==> src/rtl/ckdiv_pkg.sv <==
package ckdiv_pkg;
  localparam int unsigned CNT_W = 4;
  localparam int unsigned PH_W  = 5;
  localparam int unsigned MAX_RATIO = 2 * (1 << CNT_W);
endpackage

==> src/rtl/ckdiv_offset.sv <==
module ckdiv_offset #(
  parameter int unsigned PH_W = ckdiv_pkg::PH_W
) (
  input  logic            clk_i,
  input  logic            rst_ni,
  input  logic            load_i,
  input  logic [PH_W-1:0] phase_i,
  output logic            hold_o
);
  logic [PH_W-1:0] dly_q;

  always_ff @(posedge clk_i or negedge rst_ni) begin
    if (!rst_ni)             dly_q <= '0;
    else if (load_i)         dly_q <= phase_i;
    else if (dly_q != '0)    dly_q <= dly_q - 1'b1;
  end

  assign hold_o = |dly_q;
endmodule

==> src/rtl/ckdiv_level.sv <==
module ckdiv_level #(
  parameter int unsigned CNT_W = ckdiv_pkg::CNT_W
) (
  input  logic             clk_i,
  input  logic             rst_ni,
  input  logic             load_i,
  input  logic             start_hi_i,
  input  logic             hold_i,
  input  logic [CNT_W-1:0] hi_i,
  input  logic [CNT_W-1:0] lo_i,
  output logic             level_o
);
  logic [CNT_W-1:0] cnt_q;
  logic             lvl_q;
  logic [CNT_W-1:0] limit;

  assign limit = lvl_q ? hi_i : lo_i;

  always_ff @(posedge clk_i or negedge rst_ni) begin
    if (!rst_ni) begin
      cnt_q <= '0;
      lvl_q <= 1'b0;
    end else if (load_i) begin
      cnt_q <= '0;
      lvl_q <= start_hi_i;
    end else if (!hold_i) begin
      if (cnt_q == limit) begin
        cnt_q <= '0;
        lvl_q <= ~lvl_q;
      end else begin
        cnt_q <= cnt_q + 1'b1;
      end
    end
  end

  assign level_o = lvl_q;
endmodule

==> src/rtl/ckdiv_shape.sv <==
module ckdiv_shape #(
  parameter bit HALF_STRETCH = 1'b1
) (
  input  logic clk_i,
  input  logic rst_ni,
  input  logic level_i,
  input  logic dcc_act_i,
  input  logic bypass_i,
  output logic clk_o
);
  logic shaped;

  generate
    if (HALF_STRETCH) begin : g_stretch
      logic neg_q;
      // copy taken on the falling edge holds a falling level for half a cycle
      always_ff @(negedge clk_i or negedge rst_ni) begin
        if (!rst_ni) neg_q <= 1'b0;
        else         neg_q <= level_i;
      end
      assign shaped = level_i | (dcc_act_i & neg_q);
    end else begin : g_plain
      logic unused_act;
      assign unused_act = dcc_act_i;
      assign shaped     = level_i;
    end
  endgenerate

  assign clk_o = bypass_i ? clk_i : shaped;
endmodule

==> src/rtl/ckdiv_top.sv <==
module ckdiv_top #(
  parameter int unsigned CNT_W        = ckdiv_pkg::CNT_W,
  parameter int unsigned PH_W         = ckdiv_pkg::PH_W,
  parameter bit          HALF_STRETCH = 1'b1
) (
  input  logic             clk_i,
  input  logic             rst_ni,
  input  logic             sync_i,
  input  logic [CNT_W-1:0] hi_cnt_i,
  input  logic [CNT_W-1:0] lo_cnt_i,
  input  logic [PH_W-1:0]  phase_i,
  input  logic             start_hi_i,
  input  logic             dcc_en_i,
  input  logic             bypass_i,
  output logic             clk_o
);
  localparam int unsigned EXT_W = CNT_W + 1;

  logic hold;
  logic level;
  logic dcc_act;

  // correction only meaningful for odd ratio with M = N + 1
  assign dcc_act = dcc_en_i &&
                   ({1'b0, lo_cnt_i} == ({1'b0, hi_cnt_i} + EXT_W'(1)));

  ckdiv_offset #(.PH_W(PH_W)) u_offset (
    .clk_i   (clk_i),
    .rst_ni  (rst_ni),
    .load_i  (sync_i),
    .phase_i (phase_i),
    .hold_o  (hold)
  );

  ckdiv_level #(.CNT_W(CNT_W)) u_level (
    .clk_i      (clk_i),
    .rst_ni     (rst_ni),
    .load_i     (sync_i),
    .start_hi_i (start_hi_i),
    .hold_i     (hold),
    .hi_i       (hi_cnt_i),
    .lo_i       (lo_cnt_i),
    .level_o    (level)
  );

  ckdiv_shape #(.HALF_STRETCH(HALF_STRETCH)) u_shape (
    .clk_i     (clk_i),
    .rst_ni    (rst_ni),
    .level_i   (level),
    .dcc_act_i (dcc_act),
    .bypass_i  (bypass_i),
    .clk_o     (clk_o)
  );
endmodule

==> config.mk <==
export PLATFORM = sky130hd
export DESIGN_NAME = ckdiv_top
export DESIGN_NICKNAME = d
export VERILOG_FILES = /design/src/rtl/ckdiv_pkg.sv /design/src/rtl/ckdiv_offset.sv /design/src/rtl/ckdiv_level.sv /design/src/rtl/ckdiv_shape.sv /design/src/rtl/ckdiv_top.sv
export SDC_FILE = /design/constraint.sdc
export NUM_CORES = 1
export LEC_CHECK = 0
export CAP_MARGIN = 40
export CORE_MARGIN = 2
export CORE_UTILIZATION = 50
export CTS_CLUSTER_SIZE = 25
export DETAILED_ROUTE_END_ITERATION = 12
export GPL_TIMING_DRIVEN = 0
export HOLD_SLACK_MARGIN = 0.15
export PLACE_DENSITY = 0.93
export SLEW_MARGIN = 15
export SYNTH_ARGS = -nofsm -noshare
export SYNTH_HDL_FRONTEND = slang
export SYNTH_SLANG_ARGS = --single-unit
==> constraint.sdc <==
create_clock -name clk_i -period 3.85 [get_ports clk_i]
set_input_delay 0.77 -clock clk_i [delete_from_list [all_inputs] [get_ports clk_i]]
set_output_delay 0.77 -clock clk_i [all_outputs]
set_load 0.005 [all_outputs]
=== Word level (Yosys, flattened, before mapping) ===
Cells that the tools add are included.

* $add $sub $neg: 3
* Eq/ne operators: 3
* Mux-type cells: 10
* Bitwise logic cells: 3
* Reductions and logical operators: 6

{| class="wikitable"
|+ Operators by type and width
! operator !! count
|-
| 2-to-1 mux 4 bit || 4
|-
| 2-to-1 mux 5 bit || 2
|-
| adder 4 x 1 -> 5 bit, second input constant || 1
|-
| == test 4 x 5 -> 1 bit || 1
|-
| nonzero test 5 bit || 1
|-
| OR reduction 5 bit || 1
|-
| subtractor 5 x 1 -> 5 bit, second input constant || 1
|-
| adder 4 x 1 -> 4 bit, second input constant || 1
|-
| == test 4 bit || 1
|-
| 2-to-1 mux 1 bit || 4
|-
| nonzero test 2 bit || 2
|-
| != test 2 bit, second input constant || 1
|-
| AND reduction 2 bit || 1
|-
| AND 1 bit || 1
|-
| logical AND 1 bit || 1
|-
| NOT 1 bit || 1
|-
| bitwise OR 1 bit || 1
|}

* Bits in registers: 11
* Input port bits: 19
* Output and inout port bits: 1
* Word-level logic and storage cells: 29

=== Depth between registers and ports, before layout ===
Gate-level depths: netlist of run 1.

* Depth in word-level cells: 6
* Mapped depth: 7

=== Modules after synthesis ===
A second synthesis of run 1 with hierarchy kept.

* Cell total of the unflattened synthesis: 81
* Area total of the unflattened synthesis: 770.7 µm²

{| class="wikitable"
|+ Modules (own cells, without submodules)
! module !! times used !! cells each !! area each (µm²)
|-
| ckdiv_level || 1 || 39 || 352.8
|-
| ckdiv_offset || 1 || 27 || 280.3
|-
| ckdiv_top || 1 || 11 || 91.3
|-
| ckdiv_shape || 1 || 4 || 46.3
|}

==> results.json, run 1 <==
{
  "seq_area_frac_synth_pct": 35.7,
  "n_antenna_cell": 0,
  "p_per_area_nw_per_um2": 356,
  "mappedNetlistArea_sq_um": 771,
  "fin_nets": 140,
  "crit_family": "compound AO/OA/AOI/OAI gates",
  "stdcell_area_sq_um": 1040,
  "ios": 20,
  "postCtsSetupRepairBufs": 0,
  "dp.cells": 125,
  "max_slew_margin_pct": 66.2,
  "cp-start-kind": "register",
  "cpMaxStageDelayCell": "dfrtn_1",
  "crit_type": "reg2out",
  "fp.dieW_microns": 43.3,
  "setup_viol": 1,
  "row_count": 14,
  "area_growth_pct": 35.6,
  "ys_warn_count": 0,
  "gp_congestion": 0.793,
  "grtUsageTotal_pct": 23.4,
  "path_max_fanout": 1,
  "antenna_found_initial": 0,
  "grt_busiest_layer": "met2",
  "pwr-share-seq_pct": 37.5,
  "via_count": 731,
  "internal_power_w": 0.000260,
  "synth.net_count": 113,
  "grt_use_met1_pct": 22.2,
  "max_stage_delay_ps": 400,
  "start_util_pct": 52.4,
  "drcViolationCount": 0,
  "vdd_ir_drop_max_mv": 0.277,
  "drt-wirelength-per-cell_microns": 13.0,
  "cap_violations": 0,
  "hold_path.class": "reg2reg",
  "use_met3_pct": 15.3,
  "fp.coreArea_sq_um": 1470,
  "tightest_slew_ps": 505,
  "portBuffers": 19,
  "grt_pass1_vias": 745,
  "vias_per_cell": 5.54,
  "grt_setup_unrepaired": "true",
  "p_leak_nw": 0.464,
  "finalHoldViolCount": 0,
  "clk_pin_slew_ps": 80,
  "final_common_cell": "clkdlybuf4s50_1",
  "grt-ovfl-total": 0,
  "first_iter_violations": 13,
  "final_cells": 132,
  "insertion_delay_ps": 390,
  "status": "finished, violations left",
  "dp_slack_ps": -633,
  "violations": "setup timing",
  "worstPathRequired_ps": 3080,
  "layout_common_cells": "18 x clkdlybuf4s50_1, 15 x nand2_1, 10 x dfrtp_1",
  "p_clk_share_pct": 37.1,
  "finalClockSkew_ps": 16.4,
  "antenna_left": 0,
  "crit_chain": "nand4_1, a2111oi_4, o31a_1, buf_2",
  "cp-end-kind": "output pin",
  "netlist_instances": 90,
  "power_switching_share_pct": 30.2,
  "placed_area_sq_um": 981,
  "ys_ff_latch": 11,
  "yosys.cell_types.count": 26,
  "cts_tree": "built",
  "drive_gt1_share_pct": 9.48,
  "dp_hpwl_mm": 1.31,
  "die_y_microns": 43.3,
  "die_area_sq_um": 1870,
  "avgSynthCellArea_sq_um": 8.56,
  "finalMaxSlewViolations": 0,
  "grt_max_degree": 12,
  "postCtsHoldBufs": 0,
  "wirelength_mm": 1.72,
  "timing.final.ws_setup_ps": -342,
  "p_switching_w": 0.000112,
  "cp_num_buf_inv": 1,
  "combPwrFrac_pct": 25.4,
  "cp.arrival_ps": 3420,
  "drt-pass1-iter-count": 4,
  "grt_pass1_wl_mm": 2.95,
  "fin_setup_tns_ps": -342,
  "met2_usage_pct": 38.2
}
## kinds of logic (layout without fill, tap and decap cells)
| group | count (synthesis) | after routing | synth area share [%] |
|---|---|---|---|
| xor gates and xnor gates | 12 | 12 | 13.6 |
| adders and majority gates | 4 | 4 | 6.49 |
| DFF | 11 | 11 | 35.7 |
| buffers and inverters | 8 | 34 | 4.87 |
| muxes | 4 | 4 | 5.20 |
| and+or+nand+nor | 34 | 34 | 21.4 |
| AOI/OAI and AO/OA | 17 | 17 | 12.7 |
## sequential cells by signal (all words and copies together), names as in the netlist
signal                   flops
u_level.level_o              1
u_offset.dly_q               5
u_shape.g_stretch.neg_q      1
u_level.cnt_q                4
## per-layer routing
metal	up-vias	wire, microns
li1	361	-
met1	334	717
met2	32	850
met3	4	131
met4	0	22
met5	-	0
## stage by stage
| stage | utilization (%) | hold slack (ps) | total power, W |
|---|---|---|---|
| 4_1_cts | 71.0 | 587 | 0.000377 |
| 2_1_floorplan | - | 474 | 0.000207 |
| 3_5_place_dp | 66.7 | 575 | 0.000253 |
| 6_report | 71.0 | 582 | 0.000372 |
| 3_3_place_gp | 66.7 | 554 | 0.000248 |
| 5_1_grt | 71.0 | 630 | 0.000404 |
## power by group through the flow
stage / Sequential [W] / Clock, W / Combinational (W)
2_1_floorplan: 0.000139 / 0.0000109 / 0.0000574
3_3_place_gp: 0.000141 / 0.0000200 / 0.0000875
3_5_place_dp: 0.000141 / 0.0000200 / 0.0000915
4_1_cts: 0.000139 / 0.000142 / 0.0000953
5_1_grt: 0.000141 / 0.000155 / 0.000107
6_report: 0.000139 / 0.000138 / 0.0000945
## area by class of cell
class	count	area (sq um)
Buffer	3	18.8
Clock buffer	7	50.0
Clock inverter	1	5.00
Fill cell	115	427
Inverter	5	18.8
Multi-Input combinational cell	71	477
Sequential cell	11	275
Tap cell	16	20.0
Timing Repair Buffer	18	180
## synth_stat cells (all sizes together)
| cell | n | area [sq um] |
|---|---|---|
| o21ai | 8 | 40.0 |
| nor2b | 1 | 6.26 |
| clkbuf | 2 | 7.51 |
| buf | 1 | 11.3 |
| a211oi | 1 | 7.51 |
| or3 | 1 | 6.26 |
| o31a | 1 | 8.76 |
| a21oi | 4 | 20.0 |
| nand2 | 15 | 56.3 |
| nand3b | 2 | 15.0 |
| xor2 | 8 | 70.1 |
| nand3 | 3 | 15.0 |
| nand2b | 1 | 6.26 |
| nor3b | 1 | 7.51 |
| dfrtp | 10 | 250 |
| nor3 | 3 | 15.0 |
| ha | 4 | 50.1 |
| dfrtn | 1 | 25.0 |
| inv | 5 | 18.8 |
| xnor2 | 4 | 35.0 |
| nand4 | 2 | 18.8 |
| a2111oi | 1 | 8.76 |
| nor2 | 5 | 18.8 |
| mux2i | 4 | 40.0 |
| a31oi | 2 | 12.5 |
## worst min-delay path, cell delays in order, from the launching register on
cell and delay (ps):
dfrtp_1 360, xor2_1 70, nand2_1 50, o21ai_0 60
## path summary, 6_finish.rpt
check                                   startpoint                 endpoint  slack [ps]  cells past startpoint
max                        u_shape.g_stretch.neg_q                    clk_o        -340                      4
max reg2reg                        u_level.level_o  u_shape.g_stretch.neg_q        1390                      0
max in group asynchronous                   rst_ni  u_shape.g_stretch.neg_q         960                      1
min                              u_offset.dly_q[3]        u_offset.dly_q[3]         580                      3
min reg2reg                      u_offset.dly_q[3]        u_offset.dly_q[3]         580                      3
min in group asynchronous                   rst_ni        u_offset.dly_q[3]         720                      1
## repair_timing
| item | CTS | global route |
|---|---|---|
| gates resized for setup | 7 | 0 |
| cloned | 0 | 0 |
| endpoints found under the hold margin | 0 | 0 |
| pin swaps | 3 | 0 |
| setup endpoints to repair | 1 | 1 |
(Power assumes the default switching activity.)
==> run 2, diff against run 1 <==
--- a/config.mk
+++ b/config.mk
@@ -12,7 +12,8 @@
 export DETAILED_ROUTE_END_ITERATION = 12
 export GPL_TIMING_DRIVEN = 0
 export HOLD_SLACK_MARGIN = 0.15
-export PLACE_DENSITY = 0.93
+export PLACE_DENSITY = 0.87
+export RECOVER_POWER = 50
 export SLEW_MARGIN = 15
 export SYNTH_ARGS = -nofsm -noshare
 export SYNTH_HDL_FRONTEND = slang
==> results.json, run 2 (synthesis results as in run 1) <==
{
  "cp-end-kind": "output pin",
  "antenna_found_initial": 0,
  "n_antenna_cell": 0,
  "finalHoldViolCount": 0,
  "cts_tree": "built",
  "dp_hpwl_mm": 1.28,
  "cap_violations": 0,
  "dp_slack_ps": -376,
  "reg2reg_from": "u_level.level_o",
  "power_switching_share_pct": 30.7,
  "p_switching_w": 0.000115,
  "min-delay-start": "u_level.cnt_q[2]",
  "top_register": "u_offset.dly_q",
  "drive_gt1_share_pct": 9.48,
  "tightest_slew_ps": 512,
  "grt_pass1_wl_mm": 2.81,
  "violations": "setup timing",
  "grt-ovfl-total": 0,
  "fp.dieW_microns": 43.3,
  "largest_register_ffs": 5,
  "drcViolationCount": 0,
  "vdd_ir_drop_max_mv": 0.237,
  "wirelength_mm": 1.71,
  "combPwrFrac_pct": 25.0,
  "pwr-share-seq_pct": 37.3,
  "p_leak_nw": 0.463,
  "final_common_cell": "clkdlybuf4s50_1",
  "multi_input_area_sq_um": 464,
  "gp_congestion": 0.775,
  "insertion_delay_ps": 400,
  "cp.arrival_ps": 3320,
  "grtUsageTotal_pct": 22.3,
  "fp.coreArea_sq_um": 1470,
  "setup_viol": 1,
  "max_slew_margin_pct": 65.8,
  "r2r_setup_slack_ps": 1390,
  "finalMaxSlewViolations": 0,
  "first_iter_violations": 18,
  "p_per_area_nw_per_um2": 362,
  "drt-pass1-iter-count": 6,
  "portBuffers": 19,
  "start_util_pct": 52.4,
  "clk_pin_slew_ps": 80,
  "vias_per_cell": 5.45,
  "grt_setup_unrepaired": "true",
  "timing.final.ws_setup_ps": -240,
  "postLayoutCoreUtil_pct": 70.2,
  "finalClockSkew_ps": 14.7,
  "path_max_fanout": 1,
  "area_growth_pct": 33.9,
  "r2r-end": "u_shape.g_stretch.neg_q",
  "p_clk_share_pct": 37.7,
  "reg2reg_depth": 0,
  "ios": 20,
  "postCtsHoldBufs": 0,
  "die_y_microns": 43.3,
  "status": "finished, violations left",
  "hold_path_end": "u_level.cnt_q[2]",
  "postCtsSetupRepairBufs": 0,
  "die_area_sq_um": 1870,
  "cp-start-kind": "register",
  "antenna_left": 0,
  "top_regs": "u_offset.dly_q x5, u_level.cnt_q x4",
  "crit_type": "reg2out",
  "fill_cells": 119,
  "via_count": 720,
  "seqCellArea_sq_um": 275,
  "hold_path.class": "reg2reg",
  "grt_pass1_vias": 727,
  "fin_nets": 140,
  "worstPathRequired_ps": 3080,
  "drt-wirelength-per-cell_microns": 12.9,
  "grt_max_degree": 12,
  "fin_setup_tns_ps": -240,
  "power_w": 0.000374,
  "row_count": 14,
  "layout_common_cells": "16 x clkdlybuf4s50_1, 15 x nand2_1, 10 x dfrtp_1",
  "internal_power_w": 0.000259,
  "whs_path_depth": 2
}
run 2: cell count changes in the layout (fill, tap and decap cells not counted), sizes merged:
cell,delta
clkdlybuf4s50,-2
dlygate4sd3,+2
run 2: power groups by stage:
| stage | Clock [W] | Sequential [W] | Combinational [W] |
|---|---|---|---|
| after detailed placement | 0.0000200 | 0.000141 | 0.0000926 |
| after global routing | 0.000157 | 0.000141 | 0.000103 |
| after CTS | 0.000146 | 0.000139 | 0.0000941 |
| final | 0.000141 | 0.000140 | 0.0000933 |
| after floorplan | 0.0000109 | 0.000139 | 0.0000574 |
| after global placement | 0.0000200 | 0.000141 | 0.0000876 |
run 2: layout make-up:
cell class	instances	share of cell area [%]
multi-input cells	71	45.0
well taps	16	1.94
plain buffers	3	1.82
inverters	5	1.82
clock inverters	1	0.485
flip-flops and latches	11	26.7
repair buffers	18	17.5
clock buffers	7	4.85
run 2: routing by layer:
metal | global-route usage [%] | share of wire, %
met1 | 22.4 | 45
met2 | 33.4 | 46
met5 | 0 | 0
met3 | 14.0 | 7.7
met4 | 15.2 | 1.2
run 2: critical path, stage by stage, from the launching register on:
cell	delay, ps
dfrtn_1	390
nand4_1	110
a2111oi_2	230
o31a_1	170
buf_2	100
run 2: timing repair:
| item | 4_1_cts | 5_1_grt |
|---|---|---|
| hold endpoints to repair | 0 | 0 |
| setup endpoints to repair | 1 | 1 |
| gates resized for setup | 6 | 0 |
| pin swaps | 3 | 0 |
run 2: worst max-delay path by stage:
stage / start / depth (start not counted) / slack, ps / endpoint
after floorplan: u_shape.g_stretch.neg_q / 3 / 220 / clk_o
after global placement: u_shape.g_stretch.neg_q / 4 / -380 / clk_o
after detailed placement: u_shape.g_stretch.neg_q / 4 / -380 / clk_o
after CTS: u_shape.g_stretch.neg_q / 4 / -270 / clk_o
after global routing: u_shape.g_stretch.neg_q / 4 / -380 / clk_o
final: u_shape.g_stretch.neg_q / 4 / -240 / clk_o
run 2: through the flow:
stage	std cells	hold slack [ps]	area, sq um
final	132	594	1030
after global routing	132	609	1030
after CTS	132	591	1030
after detailed placement	125	580	981
after global placement	125	567	981
after floorplan	90	474	771
